`src/rtl/dmairq_pkg.sv`:
```
package dmairq_pkg;
  localparam int unsigned REG_W     = 32;
  localparam int unsigned CFG_W     = 6;
  localparam int unsigned FORCE_BIT = 15;
  localparam int unsigned EN_LSB    = 16;
  localparam int unsigned GEN_BIT   = 23;
  localparam int unsigned FLG_LSB   = 24;
  localparam int unsigned SUM_BIT   = 31;
  localparam int unsigned MAX_CH    = 7;
endpackage

```
`src/rtl/dmairq_cfg_reg.sv`:
```
module dmairq_cfg_reg
  import dmairq_pkg::*;
#(
  parameter int unsigned NCH = 7
) (
  input  logic             clk,
  input  logic             rst,
  input  logic             wr_en,
  input  logic [REG_W-1:0] wr_data,
  input  logic             bus_err,
  output logic [CFG_W-1:0] cfg_o,
  output logic             force_o,
  output logic [NCH-1:0]   en_o,
  output logic             gen_o
);
  always_ff @(posedge clk) begin
    if (rst) begin
      cfg_o   <= '0;
      force_o <= 1'b0;
      en_o    <= '0;
      gen_o   <= 1'b0;
    end else begin
      if (wr_en) begin
        cfg_o <= wr_data[CFG_W-1:0];
        en_o  <= wr_data[EN_LSB +: NCH];
        gen_o <= wr_data[GEN_BIT];
      end
      if (bus_err)    force_o <= 1'b1;
      else if (wr_en) force_o <= wr_data[FORCE_BIT];
    end
  end

  // an error event always leaves the force bit set
  p_berr_sets_r8: assert property (@(posedge clk) disable iff (rst)
    bus_err |=> force_o);
endmodule

```
`src/rtl/dmairq_flag_bank.sv`:
```
module dmairq_flag_bank #(
  parameter int unsigned NCH = 7
) (
  input  logic           clk,
  input  logic           rst,
  input  logic           wr_en,
  input  logic [NCH-1:0] clr_bits,
  input  logic [NCH-1:0] en_bits,
  input  logic [NCH-1:0] strobe,
  output logic [NCH-1:0] flags_o
);
  for (genvar i = 0; i < NCH; i++) begin : g_ch
    logic set_w;
    logic clr_w;
    assign set_w = strobe[i] & en_bits[i];
    assign clr_w = wr_en & clr_bits[i];

    always_ff @(posedge clk) begin
      if (rst)        flags_o[i] <= 1'b0;
      else if (set_w) flags_o[i] <= 1'b1;
      else if (clr_w) flags_o[i] <= 1'b0;
    end

    // an enabled strobe always lands, even against a clear
    p_set_wins_r5: assert property (@(posedge clk) disable iff (rst)
      (strobe[i] && en_bits[i]) |=> flags_o[i]);
    // a clear without a set empties the flag
    p_clear_r3: assert property (@(posedge clk) disable iff (rst)
      (wr_en && clr_bits[i] && !(strobe[i] && en_bits[i])) |=> !flags_o[i]);
    // a disabled strobe with no write leaves the flag alone
    p_gated_r4: assert property (@(posedge clk) disable iff (rst)
      (!wr_en && !(strobe[i] && en_bits[i])) |=> $stable(flags_o[i]));
  end
endmodule

```
`src/rtl/dmairq_summary.sv`:
```
module dmairq_summary #(
  parameter int unsigned NCH = 7
) (
  input  logic           clk,
  input  logic           rst,
  input  logic           gen,
  input  logic           force_bit,
  input  logic [NCH-1:0] flags,
  output logic           sum_o,
  output logic           irq_o
);
  logic sum_prev_q;

  assign sum_o = (gen & (|flags)) | force_bit;

  always_ff @(posedge clk) begin
    if (rst) sum_prev_q <= 1'b0;
    else     sum_prev_q <= sum_o;
  end

  assign irq_o = sum_o & ~sum_prev_q;

  // the request never lasts more than one cycle
  p_pulse_single_r7: assert property (@(posedge clk) disable iff (rst)
    irq_o |=> !irq_o);
  // a held condition raises no further request
  p_no_repeat_r7: assert property (@(posedge clk) disable iff (rst)
    (sum_o && $past(sum_o)) |-> !irq_o);
  // a request only accompanies a set summary flag
  p_pulse_with_sum_r7: assert property (@(posedge clk) disable iff (rst)
    irq_o |-> sum_o);
endmodule

```
`src/rtl/dma_irq_ctrl.sv`:
```
module dma_irq_ctrl
  import dmairq_pkg::*;
#(
  parameter int unsigned NCH = 7
) (
  input  logic             clk,
  input  logic             rst,
  input  logic             wr_en,
  input  logic [REG_W-1:0] wr_data,
  input  logic [NCH-1:0]   done_strobe,
  input  logic             bus_err,
  output logic [REG_W-1:0] rd_data,
  output logic             irq_pulse
);
  localparam int unsigned SPARE = MAX_CH - NCH;

  logic [CFG_W-1:0] cfg;
  logic             force_bit;
  logic [NCH-1:0]   en;
  logic             gen;
  logic [NCH-1:0]   flags;
  logic             sum;

  dmairq_cfg_reg #(.NCH(NCH)) u_cfg (
    .clk(clk), .rst(rst), .wr_en(wr_en), .wr_data(wr_data),
    .bus_err(bus_err), .cfg_o(cfg), .force_o(force_bit),
    .en_o(en), .gen_o(gen)
  );

  dmairq_flag_bank #(.NCH(NCH)) u_flags (
    .clk(clk), .rst(rst), .wr_en(wr_en),
    .clr_bits(wr_data[FLG_LSB +: NCH]), .en_bits(en),
    .strobe(done_strobe), .flags_o(flags)
  );

  dmairq_summary #(.NCH(NCH)) u_sum (
    .clk(clk), .rst(rst), .gen(gen), .force_bit(force_bit),
    .flags(flags), .sum_o(sum), .irq_o(irq_pulse)
  );

  always_comb begin
    rd_data = '0;
    rd_data[CFG_W-1:0]     = cfg;
    rd_data[FORCE_BIT]     = force_bit;
    rd_data[EN_LSB +: NCH] = en;
    rd_data[GEN_BIT]       = gen;
    rd_data[FLG_LSB +: NCH] = flags;
    rd_data[SUM_BIT]       = sum;
  end

  initial begin
    if (NCH < 1 || NCH > MAX_CH || SPARE > MAX_CH)
      $error("dma_irq_ctrl: NCH out of range");
  end

  // reserved field stays zero
  p_rsvd_zero_r2: assert property (@(posedge clk) disable iff (rst)
    rd_data[14:6] == '0);
  // summary bit agrees with the stored fields
  p_sum_r6: assert property (@(posedge clk) disable iff (rst)
    rd_data[SUM_BIT] == ((rd_data[GEN_BIT] && (|rd_data[30:24])) || rd_data[FORCE_BIT]));
  // idle outputs while in reset
  p_reset_r1: assert property (@(posedge clk)
    $past(rst) |-> (rd_data == '0 && !irq_pulse));
endmodule

```
`config.mk`:
```
export PLATFORM = sky130hd
export DESIGN_NAME = dma_irq_ctrl
export DESIGN_NICKNAME = d
export VERILOG_FILES = /design/src/rtl/dmairq_pkg.sv /design/src/rtl/dmairq_cfg_reg.sv /design/src/rtl/dmairq_flag_bank.sv /design/src/rtl/dmairq_summary.sv /design/src/rtl/dma_irq_ctrl.sv
export SDC_FILE = /design/constraint.sdc
export NUM_CORES = 1
export LEC_CHECK = 0
export ABC_CLOCK_PERIOD_IN_PS = 1100
export BUFFER_PORTS_ARGS = -buffer_cell sky130_fd_sc_hd__buf_4
export CAP_MARGIN = 15
export CORE_UTILIZATION = 36
export CTS_BUF_LIST = sky130_fd_sc_hd__clkbuf_4
export CTS_CLUSTER_DIAMETER = 100
export CTS_CLUSTER_SIZE = 24
export DETAILED_ROUTE_END_ITERATION = 6
export PLACE_DENSITY_LB_ADDON = 0.1
export SLEW_MARGIN = 20
export SYNTH_ARGS = -nofsm -noshare
export SYNTH_HDL_FRONTEND = slang
export SYNTH_HIERARCHICAL = 1
export SYNTH_SLANG_ARGS = --single-unit
```
`constraint.sdc`:
```
create_clock -name clk -period 1.1 [get_ports clk]
set_input_delay 0.11 -clock clk [delete_from_list [all_inputs] [get_ports clk]]
set_output_delay 0.11 -clock clk [all_outputs]
set_load 0.1 [all_outputs]
```
### Word level (Yosys, flattened, before mapping)

Index checks and enable logic that the tools add are counted.

* multiplexer cells: 16
* bitwise gates (word level): 18
* reductions and logical operators: 9

Operator list (count)
* 1-bit bitwise AND: 16
* 1-bit 2-to-1 mux: 16
* 2-bit nonzero test: 8
* 7-bit OR reduction: 1
* 1-bit NOT: 1
* 1-bit bitwise OR: 1

* register bits after elaboration: 23
* output and inout port bits: 33
* word-level logic and storage cells: 55
* input port bits: 43

### Logic depth before layout (Yosys ltp)

* depth after elaboration: 4
* mapped depth: 4
* gate-level depth less buffers: 2

### Modules after synthesis

The synthesis kept the hierarchy.

By module, submodules not included
* dmairq_cfg_reg: seq. area each 300.3 sq um, area an instance 546.8 sq um, instances 1, cells an instance 49
* dmairq_flag_bank: seq. area each 140.1 sq um, area an instance 275.3 sq um, instances 1, cells an instance 28
* dma_irq_ctrl: seq. area each 0.0 sq um, area an instance 93.8 sq um, instances 1, cells an instance 13
* dmairq_summary: seq. area each 20.0 sq um, area an instance 56.3 sq um, instances 1, cells an instance 7

### Least setup slack after synthesis

No wires, ideal clock.

* path type: register to output
* from: reg u_flags.flags_o[1]
* to: out irq_pulse
* stages on the path, launching flop included: 3
* data required time: 990 ps
* arrival time: 3476 ps
* slack: -2486 ps
* path buffers: 0
* cells stage by stage: dfxtp_1 > nor4_1 > a211oi_1

* cells in the longest elaborated chain, start to end: 4

RTL lines
* from (decl): RTL line dmairq_flag_bank.sv:10 `output logic [NCH-1:0] flags_o`
* from (signal, indexed assignment): RTL line dmairq_flag_bank.sv:19 `if (rst) flags_o[i] <= 1'b0;`
* from (signal, indexed assignment): RTL line dmairq_flag_bank.sv:20 `else if (set_w) flags_o[i] <= 1'b1;`
* from (signal, indexed assignment): RTL line dmairq_flag_bank.sv:21 `else if (clr_w) flags_o[i] <= 1'b0;`
* 7-bit OR reduction: RTL line dmairq_summary.sv:14 `assign sum_o = (gen & (|flags)) | force_bit;`
* 1-bit bitwise AND: RTL line dmairq_summary.sv:14
* 1-bit bitwise OR: RTL line dmairq_summary.sv:14
* 1-bit bitwise AND: RTL line dmairq_summary.sv:21 `assign irq_o = sum_o & ~sum_prev_q;`
* to (decl): RTL line dma_irq_ctrl.sv:13 `output logic irq_pulse`

No other way between the ends.

### Worst setup path after layout

* from: reg u_flags.flags_o[2]
* to: out irq_pulse

The elaborated chain is that of the path after synthesis.

==> key figures <==
Status
  • Outcome: finished, violations left
  • Failing checks: setup timing

Pwr
  • Pwr Total: 2250 uW
  • Static Leak: 0.000789 uW
  • Peak supply drop: 886 uV
  • PD cells: 1350 nW/um^2

Place
  • Port bufs: 56
  • Post-placement worst setup slack: -0.0955 ns
  • Post-DP HPWL: 1.64 mm
  • Placer Congestion: 0.634

Setup path
  • RR Endpoint: u_sum/sum_prev_q
  • Required @ worst endpoint: 0.99 ns
  • Worst Path Arrival: 1.38 ns
  • Worst path slowest cell: dfxtp_4
  • CP Cell Sequence: nor4_4, buf_4, a211oi_4, buf_12
  • Max Fanout on Critical Path: 3
  • Largest delay share family, worst path: flip-flops
  • R2R cell count: 3
  • Buffers and inverters on the worst path: 2
  • CP max stage delay: 0.40 ns
  • R2R Setup Slk: 0.11 ns
  • Setup CP Type: register to output port
  • Critical path capture point type: output port
  • Reg2reg start: u_flags/flags_o[3]
  • Startpoint Class: register

Global routing
  • Largest net degree at the start of global routing: 24
  • Vias in the first global route: 743
  • First-pass GRT wire length: 3.25 mm
  • Grt ovf: 0
  • Initial antenna violation count: 0
  • Total Routing Usage GR: 16.2%

Final layout
  • Final nets: 202
  • Final core area utilization: 66.2%
  • Share of layout cells above drive strength 1: 59.5%
  • # diodes: 0
  • Area Growth Syn to Fin: 71.8%

Synthesis
  • Syn. warnings: 6
  • Top cells by count, synth: dfxtp_1, mux2i_1, nor2_1
  • EDFF count, synth: 0
  • Ys flop type: dfxtp_1
  • Syn avg cell area: 10.0 um^2
  • Mapped Area: 972 um^2
  • Register bit count reported by yosys: 23
  • Share of the synthesized area in the top cell type: 47.4%
  • Post-synth top area cell: dfxtp_1
  • Synth top area cells: dfxtp_1, mux2i_1, buf_4, a21bo_1, nor2_1
  • FFs w/ async S/R, synth: 0%
  • Count leader, synth: dfxtp_1
  • Unique masters post-synth: 15
  • Register area share after synthesis: 47.4%
  • Synthesized instance count: 97

Min path
  • Hold path depth: 3
  • Hold EP: u_cfg/force_o
  • Worst hold path type: primary input to register
  • Min-delay src: bus_err

STA
  • Fmax: 671 MHz
  • Final slew viol count: 0
  • Final setup violation count: 3
  • Clock Skews: 0.00300 ns
  • Period utilization: 136%
  • Final hold slack: 0.0303 ns
  • Setup TNS: -0.839 ns
  • Final Hold Viols: 0
  • RSZ-0062 raised after global routing: yes
  • Setup ws final: -0.391 ns
  • Tmin final: 1.49 ns

Detailed routing
  • Detailed Route WL: 2.24 mm
  • DRT antenna net count: 0
  • Starting DRT DRC Count: 6
  • DRC Markers: 0
  • Pre-antenna DRT Iters: 4
  • Via count: 853
  • Vias per cell: 4.54
  • Wire per inst: 11.9 um

Clock tree
  • Hold_buf cts: 0
  • H-tree depth: 1
  • Clock transition at path regs: 0.13 ns
  • Root Driver: clkbuf_4
  • Clk sink count: 23
  • CTS tree: yes
  • TritonCTS Buffers: 3
  • Clk buf depth: 2
  • Worst skew pair latency: 0.30 ns

Flow run
  • Max-cap violations: 0

Floorplan
  • Die span in y: 54.0 um
  • Core ar.: 2520 um^2
  • Die area: 2910 um^2
  • Rows: 18
  • Initial core utilization: 38.5%
  • Die width: 54.0 um
  • IO Pins: 76
-- final cells by class --
cell class                 count  area [um^2]
timing repair buffer          64          636
multi-input combinational     66          459
clock inverter                 1         5.00
sequential                    23          507
inverter                       1         3.75
clock buffer                   3         22.5
fill                         222          852
tap                           30         37.5
-- where the power goes --
group | leakage, uW | internal, uW | switching [uW]
combinational | 0.000571 | 295 | 651
clock | 0.0000177 | 135 | 252
sequential | 0.000200 | 875 | 43.0
-- stage by stage --
stage          instances  cell area (um^2)
2_1_floorplan        105              1090
3_3_place_gp         181              1460
3_5_place_dp         181              1460
4_1_cts              186              1610
5_1_grt              188              1670
6_report             188              1670
-- how the worst max path moves through the flow --
stage | cells after the start | to | startpoint
6_report | 4 | irq_pulse | u_flags/flags_o[2]
5_1_grt | 4 | rd_data[31] | u_flags/flags_o[1]
4_1_cts | 3 | irq_pulse | u_flags/flags_o[6]
3_5_place_dp | 3 | rd_data[31] | u_flags/flags_o[1]
3_3_place_gp | 3 | rd_data[31] | u_flags/flags_o[1]
2_1_floorplan | 2 | irq_pulse | u_flags/flags_o[6]
-- flip-flops by register name (all words and copies together) (netlist names) --
| register | flops |
|---|---|
| u_cfg/cfg_o | 6 |
| u_cfg/en_o | 7 |
| u_cfg/force_o | 1 |
| u_cfg/gen_o | 1 |
| u_flags/flags_o | 7 |
| u_sum/sum_prev_q | 1 |
-- kinds of logic (layout without fill, tap and decap cells) --
group | count (synthesis) | count (layout) | share of synthesized area (%)
AOI/OAI and AO/OA | 18 | 18 | 13.8
buffers and inverters | 16 | 69 | 13.3
DFF | 23 | 23 | 47.4
muxes | 15 | 15 | 15.4
other | 1 | 9 | 0.386
and+or+nand+nor | 24 | 24 | 9.78
-- worst min-delay path, stage by stage --
cell	delay (ns)
buf_4	0.10
inv_1	0.04
a21oi_1	0.05
-- layout by cell type, fill, tap and decap left out --
| cell type | Yosys | final |
|---|---|---|
| nor2_1 | 15 | 15 |
| inv_1 | 1 | 1 |
| buf_12 | 1 | 7 |
| clkinv_2 | 0 | 1 |
| dfxtp_2 | 0 | 13 |
| a21oi_1 | 8 | 7 |
| clkbuf_4 | 0 | 3 |
| nor4_4 | 0 | 2 |
| a21bo_1 | 7 | 7 |
| a21oi_2 | 1 | 2 |
| a211oi_1 | 2 | 1 |
| nand2_1 | 7 | 7 |
| buf_6 | 1 | 14 |
| mux2i_1 | 15 | 15 |
| a211oi_4 | 0 | 1 |
| buf_4 | 12 | 41 |
| buf_8 | 0 | 2 |
| dfxtp_4 | 0 | 8 |
| dfxtp_1 | 23 | 2 |
| conb_1 | 1 | 9 |
-- per-layer routing --
layer	share of wire [%]	wire length, um	up-vias	global-route usage (%)
met5	0	0	-	0
met4	0.54	12	0	6.58
met3	5.5	124	2	3.95
met2	54	1200	37	27.6
met1	40	899	385	19.2
li1	-	-	429	-
-- what timing repair did --
action	4_1_cts	5_1_grt
pin swaps	3	3
setup buffers	1	2
endpoints found under the setup margin	11	16
gates resized for setup	30	12
gates cloned	0	0
Note: power is estimated with default switching activity, not from simulation.
